`src/rtl/hbi_pkg.sv`:
```
`timescale 1ns/1ps
package hbi_pkg;
  localparam int CW         = 16;              // coefficient word
  localparam int TAPS       = 47;
  localparam int NPAIR      = (TAPS + 1) / 4;  // symmetric pairs in the filtered branch
  localparam int CENTER_DLY = NPAIR - 1;       // delay of the pass-through branch
  localparam int FRAC       = CW - 2;          // Q15 coefficients with gain of 2
  localparam int MAXDIG     = CW / 2 + 1;      // most nonzero CSD digits per word

  typedef enum logic [2:0] {OP_IDLE, OP_LOAD, OP_PAIR, OP_MAC, OP_CENTER} dp_op_e;

  typedef struct packed {
    logic       nz;
    logic       neg;
    logic       last;
    logic [3:0] sh;
  } csd_dig_t;

  // Coefficient by pair index; pair p sits at centre distance 2p+1.
  function automatic int pair_coef(int p);
    case (p)
      0:  return 10418;
      1:  return -3400;
      2:  return 1900;
      3:  return -1200;
      4:  return 800;
      5:  return -540;
      6:  return 360;
      7:  return -230;
      8:  return 140;
      9:  return -80;
      10: return 42;
      11: return -18;
      default: return 0;
    endcase
  endfunction

  function automatic int csd_count(int c);
    int v;
    int n;
    int d;
    v = c;
    n = 0;
    for (int i = 0; i <= CW; i++) begin
      if ((v & 1) != 0) begin
        d = ((v & 3) == 1) ? 1 : -1;
        n = n + 1;
        v = (v - d) >>> 1;
      end else begin
        v = v >>> 1;
      end
    end
    return n;
  endfunction

  // idx-th nonzero digit of the CSD form of c, least significant first.
  function automatic csd_dig_t csd_pick(int c, int idx);
    csd_dig_t r;
    int v;
    int n;
    int d;
    int total;
    r = '0;
    v = c;
    n = 0;
    total = csd_count(c);
    for (int i = 0; i <= CW; i++) begin
      if ((v & 1) != 0) begin
        d = ((v & 3) == 1) ? 1 : -1;
        if (n == idx) begin
          r.nz   = 1'b1;
          r.neg  = (d < 0);
          r.sh   = 4'(i);
          r.last = (n == total - 1);
        end
        n = n + 1;
        v = (v - d) >>> 1;
      end else begin
        v = v >>> 1;
      end
    end
    return r;
  endfunction
endpackage

```
`src/rtl/hbi_csd_table.sv`:
```
`timescale 1ns/1ps
module hbi_csd_table
  import hbi_pkg::*;
#(
  parameter int PW = 4,
  parameter int KW = 4
) (
  input  logic [PW-1:0] pair_idx,
  input  logic [KW-1:0] dig_idx,
  output csd_dig_t      dig
);
  localparam int NP = 1 << PW;
  localparam int NK = 1 << KW;

  csd_dig_t tbl [NP][NK];

  for (genvar gp = 0; gp < NP; gp++) begin : g_pair
    for (genvar gk = 0; gk < NK; gk++) begin : g_dig
      if (gp < NPAIR && gk < MAXDIG) begin : g_real
        assign tbl[gp][gk] = csd_pick(pair_coef(gp), gk);
      end else begin : g_pad
        assign tbl[gp][gk] = '0;
      end
    end
  end

  assign dig = tbl[pair_idx][dig_idx];
endmodule

```
`src/rtl/hbi_delay_mem.sv`:
```
`timescale 1ns/1ps
module hbi_delay_mem #(
  parameter int DW    = 24,
  parameter int DEPTH = 32,
  parameter int AW    = $clog2(DEPTH)
) (
  input  logic          clk,
  input  logic          rst_n,
  input  logic          we,
  input  logic [AW-1:0] addr,
  input  logic [DW-1:0] wdata,
  output logic [DW-1:0] rdata
);
  logic [DW-1:0] mem [DEPTH];

  // one access per cycle: write or registered read
  always_ff @(posedge clk) begin
    if (!rst_n) begin
      for (int i = 0; i < DEPTH; i++) mem[i] <= '0;
      rdata <= '0;
    end else if (we) begin
      mem[addr] <= wdata;
    end else begin
      rdata <= mem[addr];
    end
  end
endmodule

```
`src/rtl/hbi_shift_adder.sv`:
```
`timescale 1ns/1ps
module hbi_shift_adder
  import hbi_pkg::*;
#(
  parameter int DW    = 24,
  parameter int ACC_W = 46
) (
  input  logic             clk,
  input  logic             rst_n,
  input  logic             start,
  input  dp_op_e           op,
  input  csd_dig_t         dig,
  input  logic [DW-1:0]    rdata,
  output logic [ACC_W-1:0] acc,
  output logic [DW-1:0]    mid,
  output logic [ACC_W-1:0] add_out
);
  localparam int PSW = DW + 1;

  logic [PSW-1:0]   pair;
  logic [ACC_W-1:0] pair_x, rd_x, opa, opb;
  logic             inv;

  assign pair_x = {{(ACC_W-PSW){pair[PSW-1]}}, pair};
  assign rd_x   = {{(ACC_W-DW){rdata[DW-1]}}, rdata};

  // operand multiplexers in front of the one adder
  assign opa     = (op == OP_MAC) ? acc : pair_x;
  assign opb     = (op == OP_MAC) ? (pair_x << dig.sh) : rd_x;
  assign inv     = (op == OP_MAC) && dig.neg;
  assign add_out = opa + (opb ^ {ACC_W{inv}}) + {{(ACC_W-1){1'b0}}, inv};

  always_ff @(posedge clk) begin
    if (!rst_n) begin
      pair <= '0;
      acc  <= '0;
      mid  <= '0;
    end else begin
      if (start) acc <= '0;
      case (op)
        OP_LOAD:   pair <= {rdata[DW-1], rdata};
        OP_PAIR:   pair <= add_out[PSW-1:0];
        OP_MAC:    acc  <= add_out;
        OP_CENTER: mid  <= rdata;
        default:   ;
      endcase
    end
  end

  // the accumulator keeps a spare sign bit after every digit step
  p_acc_headroom_r4: assert property (@(posedge clk) disable iff (!rst_n)
    (op == OP_MAC) |=> (acc[ACC_W-1] == acc[ACC_W-2]));
endmodule

```
`src/rtl/hbi_seq.sv`:
```
`timescale 1ns/1ps
module hbi_seq
  import hbi_pkg::*;
#(
  parameter int CYC = 256,
  parameter int AW  = 5,
  parameter int PW  = 4,
  parameter int KW  = 4
) (
  input  logic          clk,
  input  logic          rst_n,
  input  logic          in_valid,
  input  csd_dig_t      dig,
  output logic          mem_we,
  output logic [AW-1:0] mem_addr,
  output dp_op_e        op,
  output logic          start,
  output logic [PW-1:0] pair_idx,
  output logic [KW-1:0] dig_idx,
  output logic          slot_even,
  output logic          slot_odd,
  output logic          accept
);
  localparam int CNTW = $clog2(CYC + 1);
  localparam int HALF = CYC / 2;

  typedef enum logic [2:0] {S_IDLE, S_RDA, S_RDB, S_SUM, S_DIG, S_RDC, S_CAPC} st_e;

  st_e             state;
  logic [CNTW-1:0] cnt;
  logic [AW-1:0]   head;
  logic [PW-1:0]   p;
  logic [KW-1:0]   k;

  assign accept    = in_valid && (cnt == CNTW'(CYC)) && (state == S_IDLE);
  assign start     = accept;
  assign slot_even = (cnt == CNTW'(HALF - 1));
  assign slot_odd  = (cnt == CNTW'(CYC - 1));
  assign pair_idx  = p;
  assign dig_idx   = k;

  always_comb begin
    mem_we   = 1'b0;
    mem_addr = head + AW'(1);
    op       = OP_IDLE;
    case (state)
      S_IDLE: mem_we = accept;
      S_RDA:  mem_addr = head - (AW'(CENTER_DLY) - AW'(p));
      S_RDB: begin
        mem_addr = head - (AW'(NPAIR) + AW'(p));
        op       = OP_LOAD;
      end
      S_SUM:  op = OP_PAIR;
      S_DIG:  op = OP_MAC;
      S_RDC:  mem_addr = head - AW'(CENTER_DLY);
      S_CAPC: op = OP_CENTER;
      default: ;
    endcase
  end

  always_ff @(posedge clk) begin
    if (!rst_n) begin
      state <= S_IDLE;
      cnt   <= CNTW'(CYC);
      head  <= '0;
      p     <= '0;
      k     <= '0;
    end else begin
      if (accept) cnt <= CNTW'(1);
      else if (cnt != CNTW'(CYC)) cnt <= cnt + CNTW'(1);
      case (state)
        S_IDLE: if (accept) begin
          head  <= head + AW'(1);
          p     <= '0;
          state <= S_RDA;
        end
        S_RDA: state <= S_RDB;
        S_RDB: state <= S_SUM;
        S_SUM: begin
          k     <= '0;
          state <= S_DIG;
        end
        S_DIG: begin
          if (dig.last) begin
            if (p == PW'(NPAIR - 1)) state <= S_RDC;
            else begin
              p     <= p + PW'(1);
              state <= S_RDA;
            end
          end else begin
            k <= k + KW'(1);
          end
        end
        S_RDC:   state <= S_CAPC;
        S_CAPC:  state <= S_IDLE;
        default: state <= S_IDLE;
      endcase
    end
  end

  // the digit schedule has finished before the first output slot
  p_fir_done_by_slot_r2: assert property (@(posedge clk) disable iff (!rst_n)
    slot_even |-> (state == S_IDLE));
  // an early strobe leaves the write pointer untouched
  p_busy_strobe_ignored_r9: assert property (@(posedge clk) disable iff (!rst_n)
    (in_valid && !accept) |=> $stable(head));
  // every sequenced digit step uses a real nonzero digit
  p_digit_present_r4: assert property (@(posedge clk) disable iff (!rst_n)
    (state == S_DIG) |-> dig.nz);
  // a strobe that lands on a completed slot period starts a new sample
  p_full_rate_accept_r10: assert property (@(posedge clk) disable iff (!rst_n)
    accept |=> (state == S_RDA) && (cnt == CNTW'(1)));
endmodule

```
`src/rtl/halfband_interp2x.sv`:
```
`timescale 1ns/1ps
module halfband_interp2x
  import hbi_pkg::*;
#(
  parameter int DW  = 24,
  parameter int CYC = 256
) (
  input  logic          clk,
  input  logic          rst_n,
  input  logic          in_valid,
  input  logic [DW-1:0] in_data,
  output logic          out_valid,
  output logic [DW-1:0] out_data
);
  localparam int DEPTH = 1 << $clog2(2 * NPAIR);
  localparam int AW    = $clog2(DEPTH);
  localparam int PW    = $clog2(NPAIR);
  localparam int KW    = $clog2(MAXDIG);
  localparam int ACC_W = DW + 1 + CW + PW + 1;

  logic             mem_we, start, slot_even, slot_odd, accept;
  logic [AW-1:0]    mem_addr;
  logic [DW-1:0]    rdata, mid;
  logic [PW-1:0]    pair_idx;
  logic [KW-1:0]    dig_idx;
  logic [ACC_W-1:0] acc, add_out;
  logic [DW-1:0]    even_result;
  dp_op_e           op;
  csd_dig_t         dig;

  // gain of 2, round half up, clamp to DW bits
  function automatic logic [DW-1:0] round_sat(input logic [ACC_W-1:0] a);
    logic [ACC_W-1:0] biased;
    logic [ACC_W-1:0] shifted;
    biased  = a + (ACC_W'(1) << (FRAC - 1));
    shifted = ACC_W'($signed(biased) >>> FRAC);
    if ((&shifted[ACC_W-1:DW-1]) || !(|shifted[ACC_W-1:DW-1]))
      return shifted[DW-1:0];
    else if (shifted[ACC_W-1])
      return {1'b1, {(DW-1){1'b0}}};
    else
      return {1'b0, {(DW-1){1'b1}}};
  endfunction

  hbi_seq #(.CYC(CYC), .AW(AW), .PW(PW), .KW(KW)) u_seq (
    .clk, .rst_n, .in_valid, .dig,
    .mem_we, .mem_addr, .op, .start, .pair_idx, .dig_idx,
    .slot_even, .slot_odd, .accept
  );

  hbi_csd_table #(.PW(PW), .KW(KW)) u_tbl (
    .pair_idx, .dig_idx, .dig
  );

  hbi_delay_mem #(.DW(DW), .DEPTH(DEPTH), .AW(AW)) u_mem (
    .clk, .rst_n, .we(mem_we), .addr(mem_addr), .wdata(in_data), .rdata
  );

  hbi_shift_adder #(.DW(DW), .ACC_W(ACC_W)) u_dp (
    .clk, .rst_n, .start, .op, .dig, .rdata, .acc, .mid, .add_out
  );

  assign even_result = round_sat(acc);

  always_ff @(posedge clk) begin
    if (!rst_n) begin
      out_valid <= 1'b0;
      out_data  <= '0;
    end else begin
      out_valid <= slot_even || slot_odd;
      if (slot_even)     out_data <= even_result;
      else if (slot_odd) out_data <= mid;
    end
  end

  // each output strobe lasts a single cycle
  p_out_single_pulse_r2: assert property (@(posedge clk) disable iff (!rst_n)
    out_valid |=> !out_valid);
  // no output strobe in the cycle after an accepted input
  p_no_pulse_after_accept_r1: assert property (@(posedge clk) disable iff (!rst_n)
    accept |=> !out_valid);
endmodule

```
`config.mk`:
```
export PLATFORM = sky130hd
export DESIGN_NAME = halfband_interp2x
export DESIGN_NICKNAME = d
export VERILOG_FILES = /design/src/rtl/hbi_pkg.sv /design/src/rtl/hbi_csd_table.sv /design/src/rtl/hbi_delay_mem.sv /design/src/rtl/hbi_shift_adder.sv /design/src/rtl/hbi_seq.sv /design/src/rtl/halfband_interp2x.sv
export SDC_FILE = /design/constraint.sdc
export NUM_CORES = 2
export LEC_CHECK = 0
export ABC_AREA = 1
export BUFFER_PORTS_ARGS = -buffer_cell sky130_fd_sc_hd__buf_2
export CAP_MARGIN = 20
export CORE_MARGIN = 2
export CORE_UTILIZATION = 40
export CTS_CLUSTER_DIAMETER = 100
export CTS_CLUSTER_SIZE = 30
export DETAILED_ROUTE_END_ITERATION = 10
export HOLD_SLACK_MARGIN = 0.08
export SLEW_MARGIN = 20
export SYNTH_ARGS = -nofsm -noshare
export SYNTH_HDL_FRONTEND = slang
export SYNTH_SLANG_ARGS = --single-unit
```
`constraint.sdc`:
```
create_clock -name clk -period 4.6 [get_ports clk]
set_clock_uncertainty 0.1 [all_clocks]
set_input_delay 0.69 -clock clk [delete_from_list [all_inputs] [get_ports clk]]
set_output_delay 0.69 -clock clk [all_outputs]
set_load 0.01 [all_outputs]
```
# Word-level counts from Yosys, hierarchy flattened
# Memories as Yosys holds them, arrays and structs flattened. A register that Yosys moved wholly into a read port is not among the register bits.
# Cells that the tools add are included.
# op_classes
addsub	12
multipliers	0
div	0
magnitude_cmp	2
eq_ne	19
n_shift	1
n_mux	36
bitwise	4
n_reduce_logical	23
# ops
op	n
$mux 112	2
$mux 46	4
$mux 24	5
$pmux 25 s2	1
$add 46x1->46	1
$add 46x14->46 const B	1
$add 46x46->46	1
$shl 46x4->46	1
$xor 46x46->46	1
$bmux 7 s4	1
$reduce_or 24->1	1
$mux 9	2
$pmux 3 s6	1
$mux 4	4
$pmux 4 s2	2
$pmux 5 s3	1
$eq 3x2->1 const B	4
$eq 3x3->1 const B	4
$mux 6	2
$pmux 3 s4	1
$reduce_bool 2->1	6
$ge 5x5->1 const B	2
$not 4->5	2
$sub 5x5->5	2
other kinds (26)	45
# totals
reg_bits	145
latchBits	0
ramBits	768
rom_bits	1792
inputBits	27
output_inout_bits	25
wordCells	110
memories	2
# memory_table
memory	words	word_bits	rd	rd_ports_with_merged_regs	wr	line	rtl
(no name shown)	16	112	1	0	0	hbi_csd_table.sv:27	assign dig = tbl[pair_idx][dig_idx];
u_mem.mem	32	24	1	1	32	hbi_delay_mem.sv:14	logic [DW-1:0] mem [DEPTH];

# Logic depth before layout (Yosys ltp)
# logic_depth
ltp_word	13
depth_mapped	38
ltp_nobuf	37

# Modules after synthesis
# From an unflattened synthesis, not the netlist that was laid out.
# unflattened
cells_unflattened	6364
area_unflattened_um2	49713.9
# modules_own_cells
module	n_inst	cells_per_inst	area_each_um2	seq_area_each_um2
hbi_delay_mem	1	4070	36042.1	23542.6
hbi_shift_adder	1	1513	8986.1	1901.8
halfband_interp2x	1	376	2078.2	500.5
hbi_seq	1	272	1879.3	500.5
hbi_csd_table	1	133	728.2	0.0

# Least setup slack after synthesis
# No wires, ideal clock.
# synth_path
path_kind	reg-to-reg
start	register u_seq.p[0] (netlist: u_seq.pair_idx[0])
end	register u_dp.acc[20]
setup_time_ps	132
arrival_ps	4570
required_ps	4368
slack_ps	-202
path_stages_with_launch	30
n_path_buf	2
synth_period_minus_slack_ps	4802
path_cell_list	dfxtp_1 > inv_1 > ha_1 > inv_1 > nor3_1 > nand2_1 > a21oi_1 > nand2_1 > buf_2 > buf_2 > o21ai_0 > inv_1 > o21ai_0 > o21ai_0 > o21ai_0 > xor2_1 > ha_1 > a21oi_1 > o21ai_0 > a21oi_1 > o21ai_0 > a21oi_1 > inv_1 > a21oi_1 > nor2_1 > nor2_1 > inv_1 > or2_2 > nand3_1 > a21oi_1
# synth_via
elab_chain_cells	13
word_cells_on_any_way	14
classes_between	2 x add/sub; 1 x shift; 7 x mux; 2 x bitwise; 1 x reduce/logical; 1 x memory
# synth_rtl
item	line	rtl
start: declaration	hbi_seq.sv:32	logic [PW-1:0] p;
start signal: assignment	hbi_seq.sv:87	p <= p + PW'(1);
$not 4->5 (implied by the code) *	hbi_csd_table.sv:27	
$mem_v2 16x112 *	n/a	
$mux 112 (implied by the code) * (2 in a row)	hbi_csd_table.sv:27	
$bmux 7 s4 *	hbi_csd_table.sv:27	
$mux 6 (implied by the code) * (2 in a row)	hbi_csd_table.sv:27	
$shl 46x4->46	hbi_shift_adder.sv:29	assign opb = (op == OP_MAC) ? (pair_x << dig.sh) : rd_x;
$mux 46	hbi_shift_adder.sv:29	
$xor 46x46->46	hbi_shift_adder.sv:31	assign add_out = opa + (opb ^ {ACC_W{inv}}) + {{(ACC_W-1){1'b0}}, inv};
$add 46x46->46	hbi_shift_adder.sv:31	
$add 46x1->46 *	hbi_shift_adder.sv:31	
$mux 46 *	hbi_shift_adder.sv:40	case (op)
end signal: assignment	hbi_shift_adder.sv:43	OP_MAC: acc <= add_out;
end: declaration	hbi_shift_adder.sv:14	output logic [ACC_W-1:0] acc,
# Mark *: on every way between the ends. The rest lies on a longest branch, timed or not. The select of a mux whose other input is x is not followed.
# A chain may end at the register's enable or synchronous reset.

# Worst setup path after layout
# layout_path
start	register u_seq.p[0] (netlist: u_seq.pair_idx[0])
end	register u_dp.acc[44]
# The elaborated chain is that of the path after synthesis.

==> impl_metrics.tcl <==
set metrics [dict create \
    synthTopCellsByArea "edfxtp_1, nand2_1, nor2_1" \
    worst_ep_arrival_time_ps 5100 \
    use_met2 0.418 \
    p_sw_frac 0.436 \
    min_path_type "register to register" \
    post-route-util 0.471 \
    drt-pass1-iter-count 5 \
    synth_edf_count 768 \
    critPathCaptureType "register" \
    crit_type "register to register" \
    layout_common_cells "nand2_1, nor2_1, edfxtp_1" \
    synth-async-reset-ratio 0 \
    layout.nets 5260 \
    cts_tree "built" \
    fmax_mhz 214 \
    report.final.slew_viol_count 0 \
    ys.flop_type "edfxtp_1" \
    ir_drop_v 0.000767 \
    path_buf_inv 8 \
    die_area_sq_um 116000 \
    slew_headroom 0.353 \
    slowest_delay_ps 390 \
    insertion_delay_ps 670 \
    crit_fanout 5 \
    slowest_stage "ha_1" \
    fin_ws_ps -83.8 \
    drive_gt1_frac 0.176 \
    routedWlPerCell_microns 22.9 \
    place_congestion 0.929 \
    p_clk_frac 0.171 \
    worstMarginPinSlew_ps 970 \
    yosysWarnings 0 \
    io_buffers 51 \
    drv_cap 0 \
    vias 37060 \
    synth_nets 4996 \
    violations "setup timing" \
    clk_pin_slew_ps 110 \
    setup_viol_count_final 8 \
    finalCritPeriodShare 1.02 \
    die_y_microns 341 \
    viasPerCell 5.55 \
    start_kind "register" \
    ys_ff_latch 937 \
    grt_max_degree 86 \
    grtUsageMet3 0.0312 \
    dieWidth_microns 341 \
    met1_usage 0.348 \
    synth_compound_area_frac 0.111 \
    pwr-share-comb 0.478 \
    htreeDepth 2 \
    post-synth-top-area-fraction 0.509 \
    yosysSeqAreaShare 0.584 \
    pwr-share-seq 0.351 \
    synth_fa_ha_area_frac 0.0212 \
    routed_wl_mm 153 \
    syn_avg_cell_area_sq_um 9.26 \
    p_leak_nw 21.0 \
    yosys.area_share.simple 0.211 \
    dpl-instance-area_sq_um 49900 \
    drc 0 \
    switching_power_mw 12.4 \
    cts_buffers 43 \
    n_antenna_cell 0 \
    grt_pass1_vias 34892 \
    synth_xor_area_frac 0.0182 \
    finalCriticalPeriod_ps 4680 \
    area_delta_synth_final_pct 16.9 \
    grt-ovfl-total 0 \
    drtAntennaViolNets 0 \
    core_sq_um 112000 \
    drt_iter0_markers 3838 \
    synth.distinct_cells 67 \
    run_status "complete, but fails checks" \
    rsz0062_at_grt "true" \
    yosysTopAreaCell "edfxtp_1" \
    cp.required_ps 5020 \
    track_usage 0.256 \
    grt_pass1_wl_mm 225 \
    postSynthCellCount 4894 \
    num_rows 123 \
    p_per_area_nw_per_um2 535 \
    stdcell_area_sq_um 53000 \
    initial_core_util 0.403 \
    antenna_found_initial 0 \
    cts_buffer_depth 3 \
    path_delay_family "compound AO/OA/AOI/OAI gates" \
    hold_violations 0 \
    mostFrequentLayoutCell "nand2_1" \
    root_buffer "clkbuf_16" \
    p_int_mw 16.0 \
    io_pins 52 \
    dp_hpwl_mm 100 \
    synth_top_family_by_area "simple AND/OR/NAND/NOR gates" \
    top_usage_layer "met2" \
    synthMuxAreaShare 0.00287 \
    clock_sinks 937 \
    synth_area_sq_um 45300 \
]
## power by group through the flow
stage          Combinational, mW  Sequential (mW)  Clock [mW]
2_1_floorplan               6.47             10.0           0
3_3_place_gp                12.3             10.1           0
3_5_place_dp                12.3             10.1           0
4_1_cts                     12.8             9.92        4.92
5_1_grt                     14.3             9.98        5.16
6_report                    13.5             9.94        4.86
## kinds of logic (layout without fill, tap and decap cells)
logic type / after synthesis / count (layout)
multiplexers: 13 / 13
XOR/XNOR: 94 / 94
flip-flops: 937 / 937
AND/OR/NAND/NOR: 2342 / 2342
AO/OA/AOI/OAI: 832 / 832
adder cells (fa/ha/maj): 75 / 75
buffers and inverters: 601 / 885
## per-layer routing
metal / routed length, microns / vias to the layer above / part of all wire
met5: 0 / - / 0
met4: 6740 / 0 / 0.044
met3: 11400 / 257 / 0.074
met2: 71600 / 1494 / 0.47
met1: 63000 / 18117 / 0.41
li1: - / 17192 / -
## flip-flops by register name, indices dropped and copies added, names as in the netlist
name            flops
u_mem.rdata        24
u_mem.mem         768
out_valid           1
u_seq.state         3
u_seq.dig_idx       4
u_dp.acc           46
u_seq.head          5
out_data           24
u_dp.pair          25
u_dp.mid           24
u_seq.cnt           9
u_seq.pair_idx      4
## final cells by class
type | instances | area, sq um
clock buffer | 47 | 1090
clock inverter | 18 | 300
fill | 10624 | 59500
inverter | 271 | 1040
multi-input combinational | 3356 | 17600
sequential | 937 | 26500
tap | 1500 | 1880
timing repair buffer | 549 | 4560
## Yosys cell counts, drive strengths merged (3+ instances only)
| library cell | instances |
|---|---|
| o21a | 12 |
| inv | 267 |
| edfxtp | 768 |
| a22o | 15 |
| o211ai | 8 |
| a2111oi | 8 |
| nand2 | 1105 |
| or2 | 7 |
| clkinv | 4 |
| a21oi | 251 |
| clkbuf | 255 |
| a31oi | 25 |
| nand4 | 144 |
| xor2 | 75 |
| nand3 | 102 |
| a211oi | 5 |
| nand3b | 10 |
| o21ai | 260 |
| a22oi | 168 |
| fa | 3 |
| nor3 | 35 |
| buf | 74 |
| nor2 | 924 |
| o22ai | 23 |
| mux2i | 13 |
| dfxtp | 169 |
| nor4 | 11 |
| a21boi | 21 |
| nor3b | 3 |
| ha | 72 |
| xnor2 | 19 |
| a221oi | 16 |
| o221ai | 7 |
## repair_timing
item                                    4_1_cts  5_1_grt
resized for setup                           139      239
buffers inserted                             16       33
hold buffers                                  0        0
endpoints found under the hold margin         0        0
gates cloned                                  3        4
endpoints found under the setup margin       42       56
pin swaps                                    29       99
## through the flow
| step | power, mW | setup TNS [ps] | cells | hold slack [ps] | worst slack (ps) |
|---|---|---|---|---|---|
| 5_1_grt | 29.4 | -6410 | 6678 | 392 | -344 |
| 3_3_place_gp | 22.4 | -4070 | 6562 | 350 | -370 |
| 6_report | 28.3 | -347 | 6678 | 366 | -83.8 |
| 3_5_place_dp | 22.5 | -4700 | 6562 | 356 | -305 |
| 2_1_floorplan | 16.5 | 0 | 4894 | 341 | 24.2 |
| 4_1_cts | 27.6 | -334 | 6645 | 349 | -93.6 |
## final timing paths
path                                         from           end  slack (ps)  depth (start not counted)
worst max-delay path            u_seq.pair_idx[0]  u_dp.acc[44]         -80                         30
worst min-delay path                  u_dp.acc[2]   u_dp.acc[2]         370                          2
worst max register to register  u_seq.pair_idx[0]  u_dp.acc[44]         -80                         30
worst min register to register        u_dp.acc[2]   u_dp.acc[2]         370                          2
## worst register-to-register path: cells and delay by family (launching register included)
| kind | cells | cell delay, ps |
|---|---|---|
| compound gates | 9 | 1320 |
| xor+xnor | 1 | 110 |
| fa+ha+maj | 2 | 530 |
| buf+inv | 8 | 970 |
| flops | 1 | 380 |
| mux | 2 | 340 |
| simple gates | 8 | 800 |
Note: power is estimated with default switching activity, not from simulation.
